[config.mk]
export PLATFORM = sky130hd
export DESIGN_NAME = uart_tx_wm
export DESIGN_NICKNAME = d
export VERILOG_FILES = /design/src/rtl/uart_tx_wm.sv
export SDC_FILE = /design/constraint.sdc
export NUM_CORES = 1
export LEC_CHECK = 0
export BUFFER_PORTS_ARGS = -buffer_cell sky130_fd_sc_hd__buf_4
export CORE_ASPECT_RATIO = 0.6
export CORE_MARGIN = 2
export CORE_UTILIZATION = 53
export CTS_BUF_LIST = sky130_fd_sc_hd__clkbuf_16
export DETAILED_ROUTE_END_ITERATION = 6
export PLACE_DENSITY = 0.84
export SETUP_SLACK_MARGIN = 0.02
export SYNTH_ARGS = -nofsm -noshare
export SYNTH_HDL_FRONTEND = slang
export SYNTH_SLANG_ARGS = --single-unit
[constraint.sdc]
create_clock -name clk -period 2.7 [get_ports clk]
set_input_delay 0.27 -clock clk [delete_from_list [all_inputs] [get_ports clk]]
set_output_delay 0.27 -clock clk [all_outputs]
set_load 0.005 [all_outputs]
[src/rtl/uart_tx_wm.sv]
module uart_tx_wm #(
  parameter int DEPTH = 8,
  parameter int DIV_W = 16,
  parameter int WM_W  = 3
) (
  input  logic        clk,
  input  logic        rst_n,
  input  logic [2:0]  bus_addr,
  input  logic        bus_wr,
  input  logic [31:0] bus_wdata,
  output logic [31:0] bus_rdata,
  output logic        tx_o,
  output logic        irq_o
);
  localparam int PW = $clog2(DEPTH);
  localparam int CW = PW + 1;

  logic             en_q, nstop_q, ie_q;
  logic [WM_W-1:0]  wm_q;
  logic [DIV_W-1:0] div_q, baud_q;
  logic [7:0]       mem [DEPTH];
  logic [PW-1:0]    wp_q, rp_q;
  logic [CW-1:0]    cnt_q;
  logic             busy_q;
  logic [10:0]      sh_q;
  logic [3:0]       bits_q;

  function automatic logic [PW-1:0] nxt(input logic [PW-1:0] p);
    return (p == PW'(DEPTH - 1)) ? '0 : p + PW'(1);
  endfunction

  logic wr_data, wr_ctrl, wr_ie, wr_div;
  assign wr_data = bus_wr && bus_addr == 3'd0;
  assign wr_ctrl = bus_wr && bus_addr == 3'd2;
  assign wr_ie   = bus_wr && bus_addr == 3'd4;
  assign wr_div  = bus_wr && bus_addr == 3'd6;

  logic full, push, tick, last, pop, wm_flag;
  assign full    = cnt_q == CW'(DEPTH);
  assign push    = wr_data && !full;
  assign tick    = busy_q && baud_q == div_q;
  assign last    = tick && bits_q == 4'd0;
  assign pop     = en_q && cnt_q != '0 && (!busy_q || last);
  assign wm_flag = int'(cnt_q) < int'(wm_q);

  assign tx_o  = busy_q ? sh_q[0] : 1'b1;
  assign irq_o = wm_flag & ie_q;

  always_comb begin
    bus_rdata = '0;
    case (bus_addr)
      3'd0: bus_rdata[31] = full;
      3'd2: begin
        bus_rdata[0]         = en_q;
        bus_rdata[1]         = nstop_q;
        bus_rdata[16 +: WM_W] = wm_q;
      end
      3'd4: bus_rdata[0] = ie_q;
      3'd5: bus_rdata[0] = wm_flag;
      3'd6: bus_rdata[DIV_W-1:0] = div_q;
      default: bus_rdata = '0;
    endcase
  end

  always_ff @(posedge clk)
    if (push) mem[wp_q] <= bus_wdata[7:0];

  always_ff @(posedge clk or negedge rst_n) begin
    if (!rst_n) begin
      en_q    <= 1'b0;
      nstop_q <= 1'b0;
      wm_q    <= '0;
      ie_q    <= 1'b0;
      div_q   <= '0;
      wp_q    <= '0;
      rp_q    <= '0;
      cnt_q   <= '0;
      busy_q  <= 1'b0;
      sh_q    <= '1;
      bits_q  <= '0;
      baud_q  <= '0;
    end else begin
      if (wr_ctrl) begin
        en_q    <= bus_wdata[0];
        nstop_q <= bus_wdata[1];
        wm_q    <= bus_wdata[16 +: WM_W];
      end
      if (wr_ie)  ie_q  <= bus_wdata[0];
      if (wr_div) div_q <= bus_wdata[DIV_W-1:0];
      if (push) wp_q <= nxt(wp_q);
      if (pop)  rp_q <= nxt(rp_q);
      cnt_q <= cnt_q + CW'(push) - CW'(pop);
      if (pop) begin
        busy_q <= 1'b1;
        sh_q   <= {2'b11, mem[rp_q], 1'b0};
        bits_q <= nstop_q ? 4'd10 : 4'd9;
        baud_q <= '0;
      end else if (last) begin
        busy_q <= 1'b0;
      end else if (tick) begin
        sh_q   <= {1'b1, sh_q[10:1]};
        bits_q <= bits_q - 4'd1;
        baud_q <= '0;
      end else if (busy_q) begin
        baud_q <= baud_q + DIV_W'(1);
      end
    end
  end
endmodule

==> run metrics <==
outcome=completed; share of flip-flops with an asynchronous set or reset=49.21%; Final Worst Setup Slack=66.28 ps; Final Hold Vio Count=0; total global-route track usage=between 20% and 30%; Startpoint Class=flip-flop; largest net degree at the start of global routing=63; Routed WL per cell=19.70 um; power share of the combinational group=28.0%; Int Pwr=4.441 mW; CTS tree=done; worst skew pair latency=420 ps; max_cap viols=0; Crit Path Class=reg2reg; IO Port Bufs=46; RSZ-0062 raised after global routing=true; Crit. End Element=flip-flop; CP arrival=2950 ps; share of the core filled with cells=65.67%; Synth area leaders=edfxtp_1, dfrtp_1, mux2_2, mux2i_1, dfstp_2; vias after detailed routing=around 4300; Flop pwr share=roughly 39%; drt total wl=between 10000 and 15000 um; slowest CP cell=fa_2; Syn-to-layout area delta=21.41%; Core ar.=approximately 0.011 mm2; Clock Path Buffers=2; most used cell, CP=inv_2; predominant post-synthesis flop cell=edfxtp_1; Clock Sinks=126; crit path max fanout=2; Avg Synthesized Cell Area=12.82 um2; cts bufs inserted=17; Sw Pwr=2.194 mW; met2 Use GR=36.58%; slew margin rel.=41.67%; min cycle time layout=2634 ps; dpl hpwl=9399 um; number of DRC violations after detailed-routing iteration 0=514; post-route clock skew=7.335 ps; Slew Limit Fails=0; fin crit share=97.55%; total power=6.634 mW; share of post-route cells with drive strength above 1=32.12%; commonest cells after routing, fill and taps aside=buf_4, edfxtp_1, dfrtp_1; met3 usage=5.498%; vias in the first global route=approximately 4200; CTS clk-pin slew, worst paths=60 ps; WP data required=3020 ps; highest clock rate=0.3797 GHz; vias per inst=5.924; Starting Density=54.09%; max incr delay on CP=510 ps; Pwr Density=897.2 mW/mm2; synth warn=0; cell taking the most area after synthesis=edfxtp_1; Post-Layout Cell Count=720; Synth top area share=31.55%; met1 usage=34.02%; most common cell after layout, fill and taps aside=buf_4; n_diodes=0; dpl ws=roughly 30 ps; Buf/Inv on CP=4; mapped cell area=0.006091 mm2; chip width=142.4 um; H-tree levels=4; # DRC=0; first-pass iteration count of the detailed router=5; cell family with most CP delay=adder cells; final setup fails=0; worst slew pin tran=873.1 ps; total congestion overflow=0; initial antenna violation count=0; Max VDD drop=594.9 uV; Clk pwr share=33.2%; Switching Share=about a third; Final nets=~600; sequential area share after synthesis=57.21%; # placed instances=681; Cell Chain, Critical Path=xor2_1 > a2111o_1 > nor4_4 > a31oi_4 > inv_2 > ha_4 > inv_4 > ha_4 > inv_2 > fa_2 > inv_2; synth unique cells=60; # rows=30; die area=0.01239 mm2; io pins=a little over 70; GRT busiest layer=met2; reg2reg setup slack=70 ps; Tightest Hold Check Type=in2reg; gpl congestion=between 0.9 and 1; DIE HEIGHT=between 80 and 90 um; clk root buf=clkbuf_16; Antenna Nets Post-Route=0; Leak=3.002 nW; Post-synth EDFFs=64; first-pass GRT wire length=22250 um; Yosys reg bits=126; Syn Inst Count=475
==> cell usage after synthesis, types with 3 or more instances <==
cell      instances
nand3_1           9
o21ai_0          22
ha_1             14
and2_1           13
a21oi_1          15
or3_1             7
a21o_1            5
nor2b_1           3
nand2b_1          3
mux2i_1          26
clkbuf_1          6
inv_1            32
dfstp_2           9
buf_2             5
xor2_1            3
or4_1             6
buf_6             4
edfxtp_1         64
buf_4            12
xnor2_1          14
and3_1            4
nand4_1           7
a22oi_1           7
mux4_2            9
nor3_1           13
mux2_2           25
o31ai_1           6
nand2_1          27
dfrtp_1          53
nor2_1           17
==> registers in the layout (all words and copies together) (netlist names) <==
name / count
baud_q: 16
cnt_q: 4
en_q: 1
bits_q: 4
mem: 64
nstop_q: 1
div_q: 16
sh_q: 9
busy_q: 1
wp_q: 3
wm_q: 3
ie_q: 1
rp_q: 3
==> final cells by class <==
type | instances | area, um2
inverter | 32 | 122.6
fill | 759 | 3866
sequential | 126 | 3486
clock inverter | 15 | 143.9
multi-input combinational | 301 | 2396
timing repair buffer | 85 | 640.6
clock buffer | 17 | 425.4
tap | 144 | 180.2
==> power groups by stage <==
stage | Combinational, mW | Clock [mW] | Sequential (mW)
2_1_floorplan | 1.18 | 0 | 2.55
3_3_place_gp | 1.64 | 0 | 2.57
3_5_place_dp | 1.73 | 0 | 2.59
4_1_cts | 1.78 | 2.21 | 2.56
5_1_grt | 2.04 | 2.30 | 2.61
6_report | 1.86 | 2.20 | 2.57
==> through the flow <==
step                hold WS (ps)  TNS (ps)  area (um2)
CTS                        48.50         0        7322
global route               69.79    -45.07        7395
floorplan                 -25.59         0        6146
finish                     58.84         0        7395
global placement           399.5         0        6728
detailed placement         411.3         0        6728
==> worst min-delay path, stage by stage <==
cell and delay, ps:
buf_4 80, nand2_1 40, o21ai_0 60
==> routing by layer <==
metal | vias up | routed length [um]
li1 | 1906 | -
met1 | 2133 | 6310
met2 | 205 | 6510
met3 | 21 | 1130
met4 | 0 | 230
met5 | - | 0
==> cell families (layout without fill, tap and decap cells) <==
| kind of cell | after synthesis | count (layout) | synth area share, % |
|---|---|---|---|
| AOI/OAI and AO/OA | 74 | 74 | 8.340 |
| xor gates and xnor gates | 17 | 17 | 2.445 |
| adders and majority gates | 15 | 15 | 3.205 |
| buffers and inverters | 59 | 149 | 4.971 |
| DFF | 126 | 126 | 57.21 |
| muxes | 62 | 62 | 12.72 |
| other | 1 | 12 | 0.06157 |
| and+or+nand+nor | 121 | 121 | 11.05 |
==> final timing paths <==
| kind | end | cells past startpoint | startpoint |
|---|---|---|---|
| setup / recovery | cnt_q[1] | 11 | baud_q[2] |
| hold reg to reg | sh_q[4] | 2 | sh_q[4] |
| max in group asynchronous | baud_q[5] | 2 | rst_n |
| hold / removal | wm_q[1] | 3 | bus_wdata[17] |
| min in group asynchronous | div_q[3] | 2 | rst_n |
| setup reg to reg | cnt_q[1] | 11 | baud_q[2] |
==> timing repair <==
item | in CTS | in global routing
gates resized for setup | 0 | 14
endpoints found under the setup margin | 1 | 3
gates cloned | 0 | 0
hold endpoints to repair | 53 | 0
buffers inserted | 2 | 4
hold buffers | 1 | 0
pin swaps | 0 | 4
(Power assumes the default switching activity.)
